File: src/rtl/ofs_trim_pkg.sv
// Shared types for the comparator offset trim sequencer.
package ofs_trim_pkg;

    // Calibration controller states.
    typedef enum logic [1:0] {
        ST_IDLE    = 2'd0,
        ST_SETTLE  = 2'd1,
        ST_COLLECT = 2'd2,
        ST_DONE    = 2'd3
    } cal_state_t;

endpackage

File: src/rtl/ofs_settle_timer.sv
// Quiet-window timer: after load it counts SETTLE_CYC down to zero.
// expired is high once the count is zero. Assumes load is a single-cycle pulse.
module ofs_settle_timer #(
    parameter int SETTLE_CYC = 4
) (
    input  logic clk,
    input  logic rst_n,
    input  logic load,
    output logic expired
);
    localparam int CW = (SETTLE_CYC < 1) ? 1 : $clog2(SETTLE_CYC + 1);

    logic [CW-1:0] cnt;

    // Reload on request, otherwise count down to zero and stay there.
    always_ff @(posedge clk) begin
        if (!rst_n) begin
            cnt <= '0;
        end else if (load) begin
            cnt <= CW'(SETTLE_CYC);
        end else if (cnt != '0) begin
            cnt <= cnt - 1'b1;
        end
    end

    assign expired = (cnt == '0);
endmodule

File: src/rtl/ofs_vote_tally.sv
// Majority tally over VOTES accepted decisions. On the last accepted vote it
// pulses vote_done, with vote_maj high when more than VOTES/2 decisions are 1.
// Assumes clear and accept are never high in the same cycle.
module ofs_vote_tally #(
    parameter int VOTES = 16
) (
    input  logic clk,
    input  logic rst_n,
    input  logic clear,
    input  logic accept,
    input  logic dec,
    output logic vote_done,
    output logic vote_maj
);
    localparam int CW = $clog2(VOTES + 1);

    logic [CW-1:0] n_seen;
    logic [CW-1:0] n_ones;
    logic [CW-1:0] ones_incl;

    // Ones count including the decision being accepted this cycle.
    always_comb begin
        ones_incl = n_ones + CW'(dec);
    end

    assign vote_done = accept && (n_seen == CW'(VOTES - 1));
    assign vote_maj  = (ones_incl > CW'(VOTES / 2));

    // Accumulate decisions; restart on clear or when a vote closes.
    always_ff @(posedge clk) begin
        if (!rst_n || clear || vote_done) begin
            n_seen <= '0;
            n_ones <= '0;
        end else if (accept) begin
            n_seen <= n_seen + 1'b1;
            n_ones <= ones_incl;
        end
    end
endmodule

File: src/rtl/ofs_trim_ctrl.sv
// Sequencing controller. It walks the comparators in index order and, for each,
// one sign trial followed by MAG_W magnitude trials. Each trial is a quiet
// settle window followed by vote collection. Done is sticky until reset.
module ofs_trim_ctrl
    import ofs_trim_pkg::*;
#(
    parameter int NUM_CMP = 5,
    parameter int MAG_W   = 4,
    parameter int SEL_W   = 3,
    parameter int TR_W    = 3
) (
    input  logic             clk,
    input  logic             rst_n,
    input  logic             start,
    input  logic             conv_done,
    input  logic             timer_expired,
    input  logic             vote_done,
    output logic             cal_on,
    output logic             done,
    output logic             accept,
    output logic             load,
    output logic [SEL_W-1:0] sel,
    output logic [TR_W-1:0]  trial
);
    cal_state_t       state, state_nx;
    logic [SEL_W-1:0] sel_nx;
    logic [TR_W-1:0]  trial_nx;
    logic             last_trial;
    logic             last_cmp;

    assign last_trial = (trial == TR_W'(MAG_W));
    assign last_cmp   = (sel == SEL_W'(NUM_CMP - 1));

    // Next-state, index and trial selection.
    always_comb begin
        state_nx = state;
        sel_nx   = sel;
        trial_nx = trial;
        load     = 1'b0;
        unique case (state)
            ST_IDLE: begin
                if (start) begin
                    state_nx = ST_SETTLE;
                    sel_nx   = '0;
                    trial_nx = '0;
                    load     = 1'b1;
                end
            end
            ST_SETTLE: begin
                if (timer_expired) begin
                    state_nx = ST_COLLECT;
                end
            end
            ST_COLLECT: begin
                if (vote_done) begin
                    if (last_trial && last_cmp) begin
                        state_nx = ST_DONE;
                    end else begin
                        state_nx = ST_SETTLE;
                        load     = 1'b1;
                        if (last_trial) begin
                            sel_nx   = sel + 1'b1;
                            trial_nx = '0;
                        end else begin
                            trial_nx = trial + 1'b1;
                        end
                    end
                end
            end
            ST_DONE: begin
                state_nx = ST_DONE;
            end
            default: state_nx = ST_IDLE;
        endcase
    end

    // State, comparator index and trial registers.
    always_ff @(posedge clk) begin
        if (!rst_n) begin
            state <= ST_IDLE;
            sel   <= '0;
            trial <= '0;
        end else begin
            state <= state_nx;
            sel   <= sel_nx;
            trial <= trial_nx;
        end
    end

    assign cal_on = (state == ST_SETTLE) || (state == ST_COLLECT);
    assign done   = (state == ST_DONE);
    assign accept = (state == ST_COLLECT) && conv_done;
endmodule

File: src/rtl/ofs_trim_bank.sv
// One sign-magnitude trim register per comparator. On resolve, the selected
// register takes the vote for the current trial and arms the next lower
// magnitude bit. Assumes trial 0 is the sign trial and trials 1..MAG_W cover
// magnitude bits MAG_W-1 down to 0.
module ofs_trim_bank #(
    parameter int NUM_CMP = 5,
    parameter int MAG_W   = 4,
    parameter int SEL_W   = 3,
    parameter int TR_W    = 3
) (
    input  logic                           clk,
    input  logic                           rst_n,
    input  logic                           resolve,
    input  logic [SEL_W-1:0]               sel,
    input  logic [TR_W-1:0]                trial,
    input  logic                           maj,
    output logic [NUM_CMP*(MAG_W+1)-1:0]   trim_code
);
    localparam int TW = MAG_W + 1;

    for (genvar c = 0; c < NUM_CMP; c++) begin : g_cmp
        logic [TW-1:0] code, code_nx;

        // Trial update for this comparator's code.
        always_comb begin
            code_nx = code;
            if (resolve && (sel == SEL_W'(c))) begin
                if (trial == '0) begin
                    code_nx[MAG_W]     = maj;
                    code_nx[MAG_W - 1] = 1'b1;
                end else begin
                    for (int k = 0; k < MAG_W; k++) begin
                        if ((k == MAG_W - int'(trial)) && (maj != code[MAG_W])) begin
                            code_nx[k] = 1'b0;
                        end
                        if (k == MAG_W - int'(trial) - 1) begin
                            code_nx[k] = 1'b1;
                        end
                    end
                end
            end
        end

        // Code register.
        always_ff @(posedge clk) begin
            if (!rst_n) begin
                code <= '0;
            end else begin
                code <= code_nx;
            end
        end

        assign trim_code[c*TW +: TW] = code;
    end
endmodule

File: src/rtl/ofs_trim_seq.sv
// Power-on comparator offset trim sequencer (top). It holds the converter in
// its zero-input calibration setup, with inputs shorted, arrays shorted, delays
// at maximum and the slow clock requested. It trims each comparator by a
// vote-driven successive search, then releases the setup. Assumes cmp_dec is
// valid whenever conv_done is high.
module ofs_trim_seq #(
    parameter int NUM_CMP    = 5,
    parameter int MAG_W      = 4,
    parameter int VOTES      = 16,
    parameter int SETTLE_CYC = 4,
    parameter int NUM_DLY    = 8,
    parameter int DLY_W      = 3
) (
    input  logic                           clk,
    input  logic                           rst_n,
    input  logic                           start,
    input  logic                           conv_done,
    input  logic [NUM_CMP-1:0]             cmp_dec,
    input  logic [NUM_DLY*DLY_W-1:0]       dly_cfg,
    output logic                           in_short,
    output logic                           arr_short,
    output logic                           slow_clk_req,
    output logic [NUM_DLY*DLY_W-1:0]       dly_code,
    output logic [NUM_CMP*(MAG_W+1)-1:0]   trim_code,
    output logic                           done
);
    localparam int SEL_W = (NUM_CMP < 2) ? 1 : $clog2(NUM_CMP);
    localparam int TR_W  = $clog2(MAG_W + 1);

    logic             cal_on;
    logic             accept;
    logic             load;
    logic             timer_expired;
    logic             vote_done;
    logic             vote_maj;
    logic             cur_dec;
    logic [SEL_W-1:0] sel;
    logic [TR_W-1:0]  trial;

    ofs_trim_ctrl #(
        .NUM_CMP(NUM_CMP), .MAG_W(MAG_W), .SEL_W(SEL_W), .TR_W(TR_W)
    ) u_ctrl (
        .clk(clk), .rst_n(rst_n), .start(start), .conv_done(conv_done),
        .timer_expired(timer_expired), .vote_done(vote_done),
        .cal_on(cal_on), .done(done), .accept(accept), .load(load),
        .sel(sel), .trial(trial)
    );

    ofs_settle_timer #(.SETTLE_CYC(SETTLE_CYC)) u_timer (
        .clk(clk), .rst_n(rst_n), .load(load), .expired(timer_expired)
    );

    // Pick the decision of the comparator under trim.
    always_comb begin
        cur_dec = 1'b0;
        for (int i = 0; i < NUM_CMP; i++) begin
            if (sel == SEL_W'(i)) begin
                cur_dec = cmp_dec[i];
            end
        end
    end

    ofs_vote_tally #(.VOTES(VOTES)) u_tally (
        .clk(clk), .rst_n(rst_n), .clear(load), .accept(accept),
        .dec(cur_dec), .vote_done(vote_done), .vote_maj(vote_maj)
    );

    ofs_trim_bank #(
        .NUM_CMP(NUM_CMP), .MAG_W(MAG_W), .SEL_W(SEL_W), .TR_W(TR_W)
    ) u_bank (
        .clk(clk), .rst_n(rst_n), .resolve(vote_done), .sel(sel),
        .trial(trial), .maj(vote_maj), .trim_code(trim_code)
    );

    // Delay-line override: longest setting while calibrating.
    for (genvar j = 0; j < NUM_DLY; j++) begin : g_dly
        assign dly_code[j*DLY_W +: DLY_W] = cal_on ? {DLY_W{1'b1}} : dly_cfg[j*DLY_W +: DLY_W];
    end

    assign in_short     = cal_on;
    assign arr_short    = cal_on;
    assign slow_clk_req = cal_on;
endmodule

File: config.mk
export PLATFORM = sky130hd
export DESIGN_NAME = ofs_trim_seq
export DESIGN_NICKNAME = d
export VERILOG_FILES = /design/src/rtl/ofs_trim_pkg.sv /design/src/rtl/ofs_settle_timer.sv /design/src/rtl/ofs_vote_tally.sv /design/src/rtl/ofs_trim_ctrl.sv /design/src/rtl/ofs_trim_bank.sv /design/src/rtl/ofs_trim_seq.sv
export SDC_FILE = /design/constraint.sdc
export NUM_CORES = 1
export LEC_CHECK = 0
export CORE_UTILIZATION = 52
export DETAILED_ROUTE_END_ITERATION = 10
export HOLD_SLACK_MARGIN = 0.06
export PLACE_DENSITY = 0.86
export SYNTH_ARGS = -nofsm -noshare
export SYNTH_HDL_FRONTEND = slang
export SYNTH_SLANG_ARGS = --single-unit
File: constraint.sdc
create_clock -name clk -period 5.1 [get_ports clk]
set_clock_uncertainty 0.1 [all_clocks]
set_input_delay 1.02 -clock clk [delete_from_list [all_inputs] [get_ports clk]]
set_output_delay 1.02 -clock clk [all_outputs]
set_load 0.005 [all_outputs]
==> results of run 1 <==
-- registers in the layout, summed over array words and instances, names as in the netlist --
register and cells:
u_bank.g_cmp.code 25, u_tally.n_ones 5, u_tally.n_seen 5, u_ctrl.sel 3, u_ctrl.trial 3, u_timer.cnt 3, u_ctrl.state 2
-- final cells by class --
type	count	area share, %
clock inverters	1	0.1260
repair buffers	85	21.42
flip-flops and latches	46	23.19
clock buffers	7	2.174
inverters	19	1.796
well taps	72	2.268
multi-input cells	280	49.02
-- where the power goes --
group          switching (mW)  internal, mW
registers              0.0158         0.378
clock network           0.125         0.110
logic                   0.306         0.339
total                   0.447         0.827
-- worst reg2reg max path: stages, from the launching register on --
cell and delay (ns):
dfxtp_1 0.45, inv_1 0.13, ha_1 0.25, ha_1 0.49
nand3_1 0.12, ha_1 0.32, or4b_4 0.56, nor4_2 0.90
a311oi_1 0.27, a311oi_1 0.34
-- layer usage --
| layer | wire length, microns | global-route usage (%) | vias up |
|---|---|---|---|
| li1 | - | - | 1528 |
| met1 | 3259 | 33.74 | 1484 |
| met2 | 4146 | 51.32 | 218 |
| met3 | 779 | 7.209 | 39 |
| met4 | 298 | 13.70 | 0 |
| met5 | 0 | 0 | - |
-- metrics by stage --
| stage | instances | hold WS [ns] | util, % |
|---|---|---|---|
| floorplan | 366 | 0.3400 | - |
| global placement | 502 | 0.3543 | 69.61 |
| detailed placement | 502 | 0.3725 | 69.61 |
| CTS | 510 | 0.3659 | 71.25 |
| global route | 510 | 0.3952 | 71.25 |
| finish | 510 | 0.3666 | 71.25 |
-- synthesized netlist by cell type, drive strengths merged, types with 9 or more instances --
master | instances | area, sq um
o21ai | 11 | 55.05
and3 | 11 | 68.82
nand3 | 15 | 75.07
a311oi | 25 | 219.0
a211oi | 12 | 90.09
ha | 28 | 350.3
nor3 | 9 | 45.04
dfxtp | 46 | 920.9
inv | 19 | 71.32
or2 | 25 | 156.4
clkbuf | 17 | 63.81
a21oi | 25 | 125.1
a31oi | 21 | 131.4
nand2 | 23 | 86.33
nor2 | 20 | 75.07
-- worst paths after layout --
check / from / endpoint / slack [ns] / depth (start not counted)
max: u_ctrl.trial[0]$_SDFFE_PN0P_ / u_bank.g_cmp[0].code[1]$_SDFFE_PN0P_ / 1.05 / 9
min: u_tally.n_ones[0]$_SDFFE_PP0P_ / u_tally.n_ones[0]$_SDFFE_PP0P_ / 0.37 / 2
max reg2reg: u_ctrl.trial[0]$_SDFFE_PN0P_ / u_bank.g_cmp[0].code[1]$_SDFFE_PN0P_ / 1.05 / 9
min reg2reg: u_tally.n_ones[0]$_SDFFE_PP0P_ / u_tally.n_ones[0]$_SDFFE_PP0P_ / 0.37 / 2
-- cell families after synthesis --
family | after synthesis | synth area share, %
AND/OR/NAND/NOR | 130 | 23.31
AO/OA/AOI/OAI | 112 | 26.53
flip-flops | 46 | 30.41
buffers and inverters | 40 | 5.289
adder cells (fa/ha/maj) | 28 | 11.57
XOR/XNOR | 10 | 2.892
==> reports/results.ini, run 1 <==
[outcome]
status = finished clean

[flow_run]
drv_cap = 0

[worst_setup_path]
path_class = flip-flop to flip-flop
worstPathArrival_ns = 4.15
path_cells = inv_1 -> ha_1 -> ha_1 -> nand3_1 -> ha_1 -> or4b_4 -> nor4_2 -> a311oi_1 -> a311oi_1
startpoint_type = flip-flop
cpLargestDelayFamily = simple AND/OR/NAND/NOR gates
crit_fanout = 12
slowest_delay_ns = 0.90
critical_path_required_ns = 5.20
crit_top_cell = ha_1
crit_buf_inv = 1
crit_path_top_delay_cell = nor4_2
endpoint_kind = flip-flop

[floorplanning]
start_util_pct = 54.32
coreArea_sq_um = 5574
fp-row-count = 27
die-width_microns = 78.31
die_h_microns = 78.31
dieArea_sq_um = 6132
io_pins = 86

[global_route]
antenna_found_initial = 0
grt_first_pass_wirelength_microns = 14170
grt_pass1_vias = 3111
grt_overflow = 0
grt_use_total_pct = 29.46
grt_max_degree = 34

[clocking]
hold_buffers = 0
path_clk_slew_ns = 0.09
clk_path_buf_depth = 2
cts_setup_buffers = 0
clock-sinks = 46
cts-root-buf = clkbuf_8
cts_buffers = 5
cts_tree = done
cts_resized = 0
htree_levels = 2
insertion_delay_ns = 0.31

[placement]
dp_slack_ns = 1.155
gp_congestion = 0.9010
postPlaceCellArea_sq_um = 3880
hpwl_microns = 6372
io_buffers = 85

[synth]
ys_seq_elements = 46
syn_nets = 427
synth_flop_cell = dfxtp_1
synth-edff-count = 0
netlist_instances = 366
syn_area_sq_um = 3028
syn_avg_cell_area_sq_um = 8.273
ys_warn_count = 0
synth-async-reset-ratio_pct = 0
synth_cell_types = 43
yosysSeqAreaShare_pct = 30.41

[timing]
max_slew_margin_pct = 27.31
fmax_ghz = 0.2471
fin_ws_ns = 1.052
finalSetupViolations = 0
setup_tns_ns = 0
worst_pin_slew_ns = 1.081
min_period_ns = 4.048
hold_viol_final = 0
rsz0062_at_grt = false
fin_crit_sh_pct = 79.36
slew_viol_final = 0

[pwr]
max-vdd-ir-drop_mv = 0.3542
power_mw = 1.273
leakage_nw = 1.374
cellPowerDensity_nw_per_um2 = 320.7

[drt]
drc = 0
vias = 3269
routed_wl_microns = 8483
wl_per_cell_microns = 16.63
drt_iter0_drc = 307
dr.pass1.iters = 5
vias_per_cell = 6.410
antenna_left = 0

[layout]
area_growth_pct = 31.16
multi_input_area_sq_um = 1947
fin_area_sq_um = 3971
layout-drive-gt1-share_pct = 8.447
nets = 498
final_cell_mix = 85 x clkdlybuf4s50_1, 46 x dfxtp_1, 28 x ha_1
fillers = 460
layout_commonest_cell = clkdlybuf4s50_1
regArea_sq_um = 920.9
antenna_cells = 0

[worst_hold_path]
min_path_type = flip-flop to flip-flop

(Power assumes the default switching activity.)
==> run 2: changes to the inputs <==
--- a/config.mk
+++ b/config.mk
@@ -5,10 +5,10 @@
 export SDC_FILE = /design/constraint.sdc
 export NUM_CORES = 1
 export LEC_CHECK = 0
-export CORE_UTILIZATION = 52
+export CORE_UTILIZATION = 48
 export DETAILED_ROUTE_END_ITERATION = 10
 export HOLD_SLACK_MARGIN = 0.06
-export PLACE_DENSITY = 0.86
+export PLACE_DENSITY = 0.8
 export SYNTH_ARGS = -nofsm -noshare
 export SYNTH_HDL_FRONTEND = slang
 export SYNTH_SLANG_ARGS = --single-unit
==> constraint.sdc (replaced) <==
create_clock -name clk -period 3.9 [get_ports clk]
set_clock_uncertainty 0.1 [all_clocks]
set_input_delay 0.78 -clock clk [delete_from_list [all_inputs] [get_ports clk]]
set_output_delay 0.78 -clock clk [all_outputs]
set_load 0.005 [all_outputs]
==> reports/results.ini, run 2 (synthesis gave the netlist of run 1 again) <==
[drt]
drt_iter0_drc = 300  ; was 307
vias_per_cell = 6.113  ; was 6.410
antenna_left = 0  ; unchanged
routed_wl_microns = 8443  ; was 8483 microns
dr.pass1.iters = 6  ; was 5
vias = 3197  ; was 3,269
wl_per_cell_microns = 16.14  ; was 16.63 microns
drc = 0  ; unchanged

[layout]
final_cell_count_no_fill = 523  ; was 510
fillers = 509  ; was 460
max_flop_register = u_bank.g_cmp.code  ; unchanged
layout-drive-gt1-share_pct = 10.27  ; was 8.447%
layout_commonest_cell = clkdlybuf4s50_1  ; unchanged
fin_util_pct = 67.86  ; was 71.25%
largest_reg_flops = 25  ; unchanged
nets = 508  ; was 498
reg_top3 = u_bank.g_cmp.code (25), u_tally.n_ones (5), u_tally.n_seen (5)  ; unchanged
multi_input_area_sq_um = 1947  ; unchanged
antenna_cells = 0  ; unchanged
area_growth_pct = 34.26  ; was 31.16%
regArea_sq_um = 920.9  ; unchanged
final_cell_mix = 85 x clkdlybuf4s50_1, 46 x dfxtp_1, 28 x ha_1  ; unchanged
fin_area_sq_um = 4065  ; was 3971 sq um

[worst_setup_path]
critical_path_required_ns = 3.94  ; was 5.20 ns
startpoint_type = flip-flop  ; unchanged
crit_fanout = 11  ; was 12
worstPathArrival_ns = 3.60  ; was 4.15 ns
path_class = flip-flop to flip-flop  ; unchanged
endpoint_kind = flip-flop  ; unchanged

[clocking]
cts_buffers = 5  ; unchanged
clock-sinks = 46  ; unchanged
cts_resized = 0  ; unchanged
insertion_delay_ns = 0.30  ; was 0.31 ns
path_clk_slew_ns = 0.09  ; about the same
htree_levels = 2  ; unchanged
cts_setup_buffers = 0  ; unchanged
cts-root-buf = clkbuf_8  ; unchanged
clk_path_buf_depth = 2  ; unchanged
hold_buffers = 0  ; unchanged
cts_tree = done  ; unchanged

[timing]
slew_viol_final = 0  ; unchanged
holdWs_ns = 0.3831  ; was 0.3666 ns
max_slew_margin_pct = 33.80  ; was 27.31%
worst_pin_slew_ns = 0.9918  ; was 1.081 ns
rsz0062_at_grt = false  ; unchanged
finalSetupViolations = 0  ; unchanged
fin_ws_ns = 0.3366  ; was 1.052 ns
fin_crit_sh_pct = 91.37  ; was 79.36%
hold_viol_final = 0  ; unchanged
min_period_ns = 3.563  ; was 4.048 ns
setup_tns_ns = 0  ; unchanged
fmax_ghz = 0.2806  ; was 0.2471 GHz

[global_route]
grt_overflow = 0  ; unchanged
antenna_found_initial = 0  ; unchanged
grt_pass1_vias = 2991  ; was 3,111
grt_max_degree = 34  ; unchanged
grt_first_pass_wirelength_microns = 13880  ; was 14,170 microns
grt_use_total_pct = 26.94  ; was 29.46%

[floorplanning]
start_util_pct = 50.54  ; was 54.32%
die_h_microns = 81.43  ; was 78.31 microns
fp-row-count = 28  ; was 27
dieArea_sq_um = 6630  ; was 6132 sq um
die-width_microns = 81.43  ; was 78.31 microns
io_pins = 86  ; unchanged
coreArea_sq_um = 5991  ; was 5574 sq um

[flow_run]
drv_cap = 0  ; unchanged

[worst_hold_path]
min_path_type = flip-flop to flip-flop  ; unchanged

[placement]
gp_congestion = 0.9063  ; was 0.9010
hpwl_microns = 6361  ; was 6372 microns
dp_slack_ns = 0.1869  ; was 1.155 ns
io_buffers = 85  ; unchanged
postPlaceCellArea_sq_um = 3959  ; was 3880 sq um
dp.cells = 515  ; was 502

[pwr]
power_mw = 1.717  ; was 1.273 mW
cellPowerDensity_nw_per_um2 = 422.5  ; was 320.7 nW/um^2
max-vdd-ir-drop_mv = 0.3987  ; was 0.3542 mV
leakage_nw = 1.428  ; was 1.374 nW

[outcome]
status = finished clean  ; unchanged

run 2: cell types whose count changed in the layout (fill, tap and decap cells not counted), sizes merged:
| cell | previous run | this run |
|---|---|---|
| bufinv | 0 | 1 |
| buf | 0 | 10 |
| clkinv | 1 | 0 |
run 2: critical path: stages (launching register included):
cell      delay [ns]
dfxtp_1         0.39
inv_1           0.09
ha_1            0.36
inv_1           0.21
nor2_1          0.07
o31a_1          0.30
o221ai_1        0.22
ha_1            0.22
ha_1            0.26
nand4_1         0.38
and3_1          0.34
a31oi_1         0.32
a311oi_1        0.15
run 2: power breakdown:
| group | leakage [nW] | internal, mW | total (mW) | switching (mW) |
|---|---|---|---|---|
| Clock | 0.0524 | 0.192 | 0.356 | 0.164 |
| Sequential | 0.371 | 0.495 | 0.515 | 0.0202 |
| Combinational | 1.00 | 0.452 | 0.846 | 0.394 |
| Total | 1.43 | 1.14 | 1.72 | 0.578 |
run 2: layout make-up:
type | instances | area share, %
multi-input combinational | 280 | 47.89
timing repair buffer | 95 | 22.78
clock inverter | 1 | 0.7387
inverter | 19 | 1.754
tap | 75 | 2.308
sequential | 46 | 22.65
clock buffer | 7 | 1.878
run 2: routing by layer:
layer  up-vias  global-route usage (%)  part of all wire [%]
met5         -                       0                     0
met4         0                   8.929                   1.6
met3        18                   4.667                   8.7
met2       185                   47.75                    49
met1      1446                   32.65                    41
li1       1548                       -                     -
run 2: final timing paths:
check                                    endpoint  slack (ns)  cells after the start                           start
max reg2reg  u_bank.g_cmp[4].code[3]$_SDFFE_PN0P_        0.34                     12      u_ctrl.sel[0]$_SDFFE_PN0P_
max          u_bank.g_cmp[4].code[3]$_SDFFE_PN0P_        0.34                     12      u_ctrl.sel[0]$_SDFFE_PN0P_
min                u_tally.n_ones[0]$_SDFFE_PP0P_        0.38                      2  u_tally.n_ones[0]$_SDFFE_PP0P_
min reg2reg        u_tally.n_ones[0]$_SDFFE_PP0P_        0.38                      2  u_tally.n_ones[0]$_SDFFE_PP0P_
==> run 3: changes to the inputs <==
--- a/config.mk
+++ b/config.mk
@@ -5,10 +5,12 @@
 export SDC_FILE = /design/constraint.sdc
 export NUM_CORES = 1
 export LEC_CHECK = 0
-export CORE_UTILIZATION = 48
+export CELL_PAD_IN_SITES_DETAIL_PLACEMENT = 0
+export CELL_PAD_IN_SITES_GLOBAL_PLACEMENT = 1
+export CORE_UTILIZATION = 35
 export DETAILED_ROUTE_END_ITERATION = 10
 export HOLD_SLACK_MARGIN = 0.06
-export PLACE_DENSITY = 0.8
+export PLACE_DENSITY_LB_ADDON = 0.1
 export SYNTH_ARGS = -nofsm -noshare
 export SYNTH_HDL_FRONTEND = slang
 export SYNTH_SLANG_ARGS = --single-unit
==> reports/results.ini, run 3 (synthesis gave the netlist of run 1 again) <==
[worst_setup_path]
critical_path_required_ns = 4.01  ; was 3.94 ns
path_cells = inv_1 -> ha_1 -> ha_1 -> nand3_1 -> ha_1 -> or4b_4 -> nor4_1 -> a21oi_1 -> a311oi_1  ; was inv_1 -> ha_1 -> inv_1 -> nor2_1 -> o31a_1 -> o221ai_1 -> ha_1 -> ha_1 -> nand4_1 -> and3_1 -> a31oi_1 -> a311oi_1
crit_top_cell = ha_1  ; unchanged
endpoint_kind = flip-flop  ; unchanged
worstPathArrival_ns = 3.58  ; was 3.60 ns
cpLargestDelayFamily = simple AND/OR/NAND/NOR gates  ; was compound AO/OA/AOI/OAI gates
slowest_delay_ns = 0.57  ; was 0.39 ns
crit_path_top_delay_cell = or4b_4  ; was dfxtp_1
startpoint_type = flip-flop  ; unchanged
path_class = flip-flop to flip-flop  ; unchanged
crit_buf_inv = 1  ; was 2
crit_fanout = 11  ; unchanged

[timing]
fin_crit_sh_pct = 89.09  ; was 91.37%
setup_tns_ns = 0  ; unchanged
hold_viol_final = 0  ; unchanged
max_slew_margin_pct = 29.55  ; was 33.80%
fmax_ghz = 0.2878  ; was 0.2806 GHz
min_period_ns = 3.474  ; was 3.563 ns
holdWs_ns = 0.3687  ; was 0.3831 ns
rsz0062_at_grt = false  ; unchanged
slew_viol_final = 0  ; unchanged
worst_pin_slew_ns = 1.056  ; was 0.9918 ns
finalSetupViolations = 0  ; unchanged
fin_ws_ns = 0.4257  ; was 0.3366 ns

[layout]
max_flop_register = u_bank.g_cmp.code  ; unchanged
final_cell_mix = 85 x clkdlybuf4s50_1, 46 x dfxtp_1, 28 x ha_1  ; unchanged
nets = 508  ; unchanged
area_growth_pct = 35.25  ; was 34.26%
largest_reg_flops = 25  ; unchanged
fin_util_pct = 49.34  ; was 67.86%
layout_commonest_cell = clkdlybuf4s50_1  ; unchanged
antenna_cells = 0  ; unchanged
reg_top3 = u_bank.g_cmp.code (25), u_tally.n_ones (5), u_tally.n_seen (5)  ; unchanged
final_cell_count_no_fill = 553  ; was 523
fin_area_sq_um = 4095  ; was 4065 sq um
layout-drive-gt1-share_pct = 10.71  ; was 10.27%

[pwr]
max-vdd-ir-drop_mv = 0.2944  ; was 0.3987 mV
leakage_nw = 1.423  ; was 1.428 nW
power_mw = 1.701  ; was 1.717 mW
p_int_mw = 1.094  ; was 1.139 mW
p_sw_mw = 0.6076  ; was 0.5780 mW
pwr-share-clk_pct = 18.9  ; was 20.7%
pwr-share-seq_pct = 30.3  ; was 30.0%
cellPowerDensity_nw_per_um2 = 415.5  ; was 422.5 nW/um^2
switching_share_pct = 35.71  ; was 33.66%
combPwrFrac_pct = 50.8  ; was 49.3%

[clocking]
insertion_delay_ns = 0.30  ; about the same
clock-sinks = 46  ; unchanged
cts_buffers = 5  ; unchanged
cts_setup_buffers = 0  ; unchanged
cts_resized = 0  ; unchanged
cts_tree = done  ; unchanged
hold_buffers = 0  ; unchanged
cts-root-buf = clkbuf_8  ; unchanged
htree_levels = 2  ; unchanged
path_clk_slew_ns = 0.10  ; was 0.09 ns
clk_path_buf_depth = 2  ; unchanged

[global_route]
grt_pass1_vias = 2850  ; was 2,991
antenna_found_initial = 0  ; unchanged
grt_overflow = 0  ; unchanged
grt_max_degree = 34  ; unchanged
grt_first_pass_wirelength_microns = 14280  ; was 13,880 microns
grt_use_total_pct = 20.22  ; was 26.94%

[floorplanning]
io_pins = 86  ; unchanged
dieArea_sq_um = 9027  ; was 6630 sq um
fp-row-count = 33  ; was 28
start_util_pct = 36.48  ; was 50.54%
coreArea_sq_um = 8299  ; was 5991 sq um
die_h_microns = 95.01  ; was 81.43 microns
die-width_microns = 95.01  ; was 81.43 microns

[drt]
wl_per_cell_microns = 15.95  ; was 16.14 microns
antenna_left = 0  ; unchanged
routed_wl_microns = 8822  ; was 8443 microns
drt_iter0_drc = 182  ; was 300
dr.pass1.iters = 4  ; was 6
vias = 3012  ; was 3,197
drc = 0  ; unchanged
vias_per_cell = 5.447  ; was 6.113

[worst_hold_path]
min_path_type = flip-flop to flip-flop  ; unchanged

[placement]
gp_congestion = 0.7577  ; was 0.9063
dp_slack_ns = 0.1834  ; was 0.1869 ns
io_buffers = 85  ; unchanged
dp.cells = 545  ; was 515
postPlaceCellArea_sq_um = 3996  ; was 3959 sq um
hpwl_microns = 6806  ; was 6361 microns

[outcome]
status = finished clean  ; unchanged

[flow_run]
drv_cap = 0  ; unchanged

-- run 3: cell count changes in the layout (fill, tap and decap cells not counted), sizes merged --
| cell | change |
|---|---|
| bufinv | -1 |
| clkbuf | -1 |
| clkinvlp | +1 |
| inv | +1 |
-- run 3: area by class of cell --
type | instances | area, sq um
tap | 105 | 131.4
fill | 840 | 4204
clock buffer | 6 | 82.58
multi-input combinational | 280 | 1947
inverter | 19 | 71.32
sequential | 46 | 920.9
clock inverter | 2 | 16.27
timing repair buffer | 95 | 925.9
-- run 3: path summary, 6_finish.rpt --
path / from / end / slack, ns / cells past startpoint
worst min-delay path: u_tally.n_ones[0]$_SDFFE_PP0P_ / u_tally.n_ones[0]$_SDFFE_PP0P_ / 0.37 / 2
worst max-delay path: u_ctrl.trial[0]$_SDFFE_PN0P_ / u_bank.g_cmp[4].code[2]$_SDFFE_PN0P_ / 0.43 / 9
worst max register to register: u_ctrl.trial[0]$_SDFFE_PN0P_ / u_bank.g_cmp[4].code[2]$_SDFFE_PN0P_ / 0.43 / 9
worst min register to register: u_tally.n_ones[0]$_SDFFE_PP0P_ / u_tally.n_ones[0]$_SDFFE_PP0P_ / 0.37 / 2
-- run 3: layer usage --
layer  track usage (%)  part of all wire, %
met1             28.27                   49
met2             31.83                   46
met3             4.466                  4.6
met4             4.167                 0.56
met5                 0                    0
-- run 3: power by group through the flow --
| stage | sequential [mW] | clock, mW | combinational (mW) |
|---|---|---|---|
| final | 0.515 | 0.322 | 0.864 |
| after global routing | 0.519 | 0.355 | 0.946 |
| after CTS | 0.516 | 0.333 | 0.869 |
| after detailed placement | 0.526 | 0 | 0.863 |
| after global placement | 0.525 | 0 | 0.860 |
| after floorplan | 0.521 | 0 | 0.488 |
-- run 3: tightest hold or removal path: stages, from the launching register on --
cell	delay, ns
dfxtp_1	0.32
nand2_1	0.05
a21oi_1	0.05
